### src/rtl/line_state_detect.sv
module line_state_detect #(
  parameter int IDLE_RUN  = 2,
  parameter int SUPER_RUN = 8
) (
  input  logic       clk,
  input  logic       rst_n,
  input  logic       pair_vld,
  input  logic [4:0] sym_a,
  input  logic [4:0] sym_b,
  output logic [1:0] line_st,
  output logic       line_idle,
  output logic       ent_idle,
  output logic       ent_super,
  output logic       ent_active,
  output logic       ent_unknown
);
  localparam int CW = $clog2(SUPER_RUN + 1);
  localparam logic [CW-1:0] IDLE_C  = CW'(IDLE_RUN);
  localparam logic [CW-1:0] SUPER_C = CW'(SUPER_RUN);

  localparam logic [1:0] ST_UNK = 2'b00;
  localparam logic [1:0] ST_IDL = 2'b01;
  localparam logic [1:0] ST_SUP = 2'b10;
  localparam logic [1:0] ST_ACT = 2'b11;

  function automatic logic is_data(input logic [4:0] s);
    case (s)
      5'b11110, 5'b01001, 5'b10100, 5'b10101,
      5'b01010, 5'b01011, 5'b01110, 5'b01111,
      5'b10010, 5'b10011, 5'b10110, 5'b10111,
      5'b11010, 5'b11011, 5'b11100, 5'b11101: is_data = 1'b1;
      default:                                is_data = 1'b0;
    endcase
  endfunction

  logic [1:0]    st_q, st_d;
  logic [CW-1:0] run_q, run_d, run_inc;

  wire idle_pr = (sym_a == 5'b11111) && (sym_b == 5'b11111);
  wire jk_pr   = (sym_a == 5'b11000) && (sym_b == 5'b10001);
  wire data_pr = is_data(sym_a) && is_data(sym_b);

  assign run_inc = (run_q >= SUPER_C) ? SUPER_C : run_q + 1'b1;

  always_comb begin
    st_d  = st_q;
    run_d = run_q;
    if (pair_vld) begin
      run_d = idle_pr ? run_inc : '0;
      if (jk_pr)
        st_d = ST_ACT;
      else if (idle_pr) begin
        if (run_inc >= SUPER_C)     st_d = ST_SUP;
        else if (run_inc >= IDLE_C) st_d = ST_IDL;
      end else if (!(st_q == ST_ACT && data_pr))
        st_d = ST_UNK;
    end
  end

  always_ff @(posedge clk) begin
    if (!rst_n) begin
      st_q        <= ST_UNK;
      run_q       <= '0;
      ent_idle    <= 1'b0;
      ent_super   <= 1'b0;
      ent_active  <= 1'b0;
      ent_unknown <= 1'b0;
    end else begin
      st_q        <= st_d;
      run_q       <= run_d;
      ent_idle    <= (st_d != st_q) && (st_d == ST_IDL);
      ent_super   <= (st_d != st_q) && (st_d == ST_SUP);
      ent_active  <= (st_d != st_q) && (st_d == ST_ACT);
      ent_unknown <= (st_d != st_q) && (st_d == ST_UNK);
    end
  end

  assign line_st   = st_q;
  assign line_idle = (st_q == ST_IDL) || (st_q == ST_SUP);
endmodule

### config.mk
export PLATFORM = sky130hd
export DESIGN_NAME = line_state_detect
export DESIGN_NICKNAME = d
export VERILOG_FILES = /design/src/rtl/line_state_detect.sv
export SDC_FILE = /design/constraint.sdc
export NUM_CORES = 1
export LEC_CHECK = 0
export BUFFER_PORTS_ARGS = -buffer_cell sky130_fd_sc_hd__buf_2
export CORE_AREA = 2 2 53 55
export CTS_CLUSTER_SIZE = 12
export DETAILED_ROUTE_END_ITERATION = 6
export DIE_AREA = 0 0 55 57
export GPL_TIMING_DRIVEN = 0
export PLACE_DENSITY_LB_ADDON = 0.12
export SLEW_MARGIN = 5
export SYNTH_ARGS = -nofsm -noshare
export SYNTH_HDL_FRONTEND = slang
export SYNTH_SLANG_ARGS = --single-unit
### constraint.sdc
create_clock -name clk -period 1.6 [get_ports clk]
set_input_delay 0.32 -clock clk [delete_from_list [all_inputs] [get_ports clk]]
set_output_delay 0.32 -clock clk [all_outputs]
set_load 0.02 [all_outputs]
* Word-level counts from Yosys, hierarchy flattened
Memories as Yosys holds them, arrays and structs flattened.
Cells that the tools add are included.
** Word-level totals
- Register bits after elaboration :: 10
- ROM bits :: 64
- Bits of input ports :: 13
- Output and inout bits :: 7
- Logic and storage cells :: 41
- Memories kept :: 2
** Cells by class
- Add/sub/neg operators :: 1
- Magnitude comparators :: 3
- Equal/unequal tests :: 11
- Multiplexer cells :: 8
- Reduce and logical (&&, ||, !) cells :: 10
** Memories
- (no name shown) :: words 32, width 1, read ports 1, clocked after memory_dff 0, write ports 0, line 27 : case (s)
- (no name shown) :: words 32, width 1, read ports 1, clocked after memory_dff 0, write ports 0, line 27
** Operator list (count)
- $eq 5x5->1 const B :: 4
- $mux 2 :: 6
- $eq 2x2->1 const B :: 4
- $ge 4x4->1 const B :: 2
- $logic_and 1x1->1 :: 8
- $mux 4 :: 2
- $add 4x1->4 const B :: 1
- $eq 2x1->1 const B :: 2
- $ge 4x2->1 const B :: 1
- $logic_not 2->1 :: 1
- $ne 2x2->1 :: 1
- $logic_or 1x1->1 :: 1

* Depth between registers and ports, before layout
- Depth in word-level cells :: 10
- Depth in mapped cells :: 7
- Gate-level depth less buffers :: 7

* Worst setup path after synthesis
No wires, ideal clock.
- Path kind :: reg-to-reg
- Start point :: reg run_q[0]
- End point :: reg ent_super
- Setup time :: 0.087 ns
- Arrival :: 1.633 ns
- Required time :: 1.513 ns
- Slack :: -0.120 ns
- Stages on the path, launching flop included :: 8
- Path buffers :: 0
- Period minus slack after synthesis :: 1.720 ns
- Path through :: dfxtp_1 > ha_1 > a21boi_0 > a21o_1 > nand2_1 > o2bb2a_1 > o21a_1 > nor4b_2
** Between the ends
- Longest elaborated chain between the ends :: 10
- Elaborated cells on any way between the ends :: 13
- Classes of those cells :: add/sub: 1; order compare: 3; eq/ne: 2; mux: 6; reduce/logical: 1
** Ends and longest elaborated chain
- from (decl) :: line 37 : logic [CW-1:0] run_q, run_d, run_inc;
- from (signal assigned) :: line 70 : run_q <= run_d;
- $add 4x1->4 / $ge 4x4->1 (equally long branches) :: line 43 : assign run_inc = (run_q >= SUPER_C) ? SUPER_C : run_q + 1'b1;
- $mux 4 (*) :: line 43
- $ge 4x2->1 :: line 54 : else if (run_inc >= IDLE_C) st_d = ST_IDL;
- $mux 2 :: line 54
- $mux 2 (*) :: line 53 : if (run_inc >= SUPER_C) st_d = ST_SUP;
- $mux 2 (*) :: line 52 : else if (idle_pr) begin
- $mux 2 (*) :: line 50 : if (jk_pr)
- $mux 2 (*) :: line 48 : if (pair_vld) begin
- $ne 2x2->1 / $eq 2x2->1 (equally long branches) :: line 72 : ent_super <= (st_d != st_q) && (st_d == ST_SUP);
- $logic_and 1x1->1 (*) :: line 72
- to (signal assigned) :: line 72
- to (decl) :: line 13 : output logic ent_super,
Every way passes the cells marked *; elsewhere a longest branch is shown, timed or not.
A chain may end at the register's enable or synchronous reset.

* Worst setup path after layout
- Start point :: reg run_q[1]
- End point :: reg ent_idle
** Between the ends
- Longest elaborated chain between the ends :: 10
- Elaborated cells on any way between the ends :: 13
- Classes of those cells :: add/sub: 1; order compare: 3; eq/ne: 2; mux: 6; reduce/logical: 1
** Ends and longest elaborated chain
- $add 4x1->4 / $ge 4x4->1 (equally long branches) :: line 43
- $mux 4 (*) :: line 43
- $ge 4x2->1 :: line 54
- $mux 2 :: line 54
- $mux 2 (*) :: line 53
- $mux 2 (*) :: line 52
- $mux 2 (*) :: line 50
- $mux 2 (*) :: line 48
- $ne 2x2->1 / $eq 2x1->1 (equally long branches) :: line 71 : ent_idle <= (st_d != st_q) && (st_d == ST_IDL);
- $logic_and 1x1->1 (*) :: line 71
- to (signal assigned) :: line 71
- to (decl) :: line 12 : output logic ent_idle,
Marks and branches as above.

==> summary.md <==
| Metric | Value |
|---|---|
| Diodes inserted | 0 |
| Leakage Power | 0.433 nW |
| Via count | 759 |
| Startpoint types | register |
| R2r setup slk | -0.07 ns |
| Slew Limit Headroom | 0.783 |
| ANT nets after route | 0 |
| Bufs on Longest Clock Path | 2 |
| Tot Pwr | 0.000551 W |
| Syn Nets | 104 |
| WL per Instance | 13.0 um |
| Max Cap Viol | 0 |
| Fmax | 600 MHz |
| Setup violators final | 3 |
| H-tree levels | 1 |
| Pin count of the biggest net entering global routing | 11 |
| Post-Route Utilization | 0.403 |
| Aggregate global routing overflow | 0 |
| Post-synthesis sequential area ratio | 0.276 |
| Initial antenna violation count | 0 |
| Final Skew | 0.00183 ns |
| PwrDens | 523 nW/um^2 |
| CP Capture Type | register |
| Drt total wl | 1880 um |
| Pins Over Slew Limit | 0 |
| Minimum clock period | 1.67 ns |
| Root Buffer | clkbuf_4 |
| Status | finished with violations |
| RSZ-0062 raised after global routing | true |
| Worst path max stage delay | 0.37 ns |
| Clk slew on worst S/H paths | 0.07 ns |
| VDD IR-drop max | 0.499 mV |
| Yosys reg bits | 10 |
| CP max FO | 5 |
| CP top delay family | compound AO/OA/AOI/OAI gates |
| Vias in the first global route | 728 |
| Final Net Count | 132 |
| Filler cells | 301 |
| Die Y | 57 um |
| Worst slack at placement | -0.286 ns |
| Die footprint | 3140 sq um |
| Clk_lat worst skew | 0.26 ns |
| Worst-margin pin slew | 0.322 ns |
| Final HPWL DP | 1400 um |
| Buffers and inverters on the worst path | 0 |
| Placer Congestion | 0.781 |
| Port buffer count | 18 |
| Warnings from Yosys | 0 |
| Post-route cell area | 1050 sq um |
| Setup TNS | -0.145 ns |
| Worst hold path type | input port to register |
| Area delta synth->final | 45.3% |
| Pre-antenna DRT Iters | 4 |
| Share of cells above drive strength 1 | 0.456 |
| Die Wd | 55 um |
| Final WS setup | -0.0680 ns |
| Critical-path cell list | ha_4, a21boi_2, a21o_1, a21oi_2, nor2_1, o21a_2, a2111oi_2 |
| CTS tree | built |
| Placed instance area | 905 sq um |
| Average cell area after synthesis | 8.25 sq um |
| DRC viols | 0 |
| Violated checks | negative setup slack |
| Distinct cells, synth | 36 |
| Post-Syn Area | 726 sq um |
| Gr usage total | 0.135 |
| IO Count | 20 |
| Starting Density | 0.278 |
| Tcrit/Tclk final | 1.04 |
| Cts bufs inserted | 3 |
| First-pass GRT wire length | 3170 um |
| Row Count | 19 |
| Commonest non-fill, non-tap cell in the layout | buf_2 |
| Core area | 2620 sq um |
| CP arrival | 1.83 ns |
| CTS sink count | 10 |
| Critical Path RT | 1.76 ns |
| Hold buffer count at CTS | 0 |
| Most frequent cells in the layout | buf_2 (19), inv_1 (8), dfxtp_1 (8) |
| Initial DRC count | 12 |
| Final hold violations | 0 |
| Cells after Synth | 88 |
| DR vias/cell | 5.23 |
| Worst path slowest cell | dfxtp_4 |
| Critical path class | register to register |
-- through the flow --
stage          hold slack (ns)  cells
3_3_place_gp             0.488    137
5_1_grt                  0.290    145
6_report                 0.283    145
2_1_floorplan            0.442     88
4_1_cts                  0.271    141
3_5_place_dp             0.494    137
-- report_power, final --
part	switching (W)	internal [W]	total, W	leakage (nW)
Combinational	0.0000703	0.0000494	0.000120	0.337
Clock	0.0000881	0.0000870	0.000175	0.0138
Sequential	0.00000485	0.000252	0.000257	0.0829
Total	0.000163	0.000388	0.000551	0.433
-- synthesized netlist by cell type, drive strengths merged --
library cell | n | area [sq um]
dfxtp | 10 | 200
a21oi | 8 | 40.0
inv | 8 | 30.0
nand2 | 7 | 26.3
nor2 | 7 | 26.3
o21ai | 5 | 28.8
o21a | 4 | 30.0
a211oi | 3 | 27.5
and3 | 3 | 18.8
ha | 3 | 37.5
nor2b | 3 | 21.3
a21boi | 2 | 15.0
a31oi | 2 | 18.8
and2 | 2 | 12.5
and4 | 2 | 20.0
nand3 | 2 | 10.0
nor3 | 2 | 10.0
nor3b | 2 | 20.0
nor4 | 2 | 12.5
a2111oi | 1 | 15.0
a21o | 1 | 7.51
a22oi | 1 | 7.51
a41o | 1 | 10.0
buf | 1 | 5.00
nand4 | 1 | 21.3
nand4b | 1 | 8.76
nor4b | 1 | 15.0
nor4bb | 1 | 10.0
o22a | 1 | 10.0
o2bb2a | 1 | 10.0
-- layer usage --
metal | share of wire | wire (um) | GRT usage
met1 | 0.45 | 854 | 0.182
met2 | 0.50 | 941 | 0.207
met3 | 0.038 | 71 | 0.0471
met4 | 0.0064 | 12 | 0.0314
met5 | 0 | 0 | 0
-- kinds of logic (layout without fill, tap and decap cells) --
kind of cell / Yosys count / after routing / synth area share
simple gates: 36 / 36 / 0.321
flops: 10 / 10 / 0.276
fa+ha+maj: 3 / 3 / 0.0517
compound gates: 30 / 30 / 0.303
buf+inv: 9 / 35 / 0.0483
-- flip-flops by register name, indices dropped and copies added (netlist names) --
register	count
ent_active	1
ent_idle	1
ent_super	1
ent_unknown	1
line_st	2
run_q	4
-- worst paths after layout --
check,startpoint,end,cells after the start
setup reg to reg,run_q[1]$_SDFFE_PN0P_,ent_idle$_SDFF_PN0_,7
hold reg to reg,run_q[0]$_SDFFE_PN0P_,run_q[0]$_SDFFE_PN0P_,2
hold / removal,rst_n,line_st[1]$_SDFF_PN0_,2
setup / recovery,run_q[1]$_SDFFE_PN0P_,ent_idle$_SDFF_PN0_,7
-- final cells by class --
type | instances | area (sq um) | area share
Inverter | 8 | 30.0 | 0.0285
Multi-Input combinational cell | 69 | 611 | 0.579
Sequential cell | 10 | 208 | 0.197
Clock buffer | 3 | 22.5 | 0.0214
Tap cell | 31 | 38.8 | 0.0368
Buffer | 1 | 5.00 | 0.00474
Timing Repair Buffer | 23 | 140 | 0.133
-- timing repair --
action,CTS,global route
pin swaps,6,5
endpoints found under the hold margin,0,0
setup endpoints to repair,5,5
gates resized for setup,8,8
setup buffers,1,4
Power figures use the tool's default switching activity.
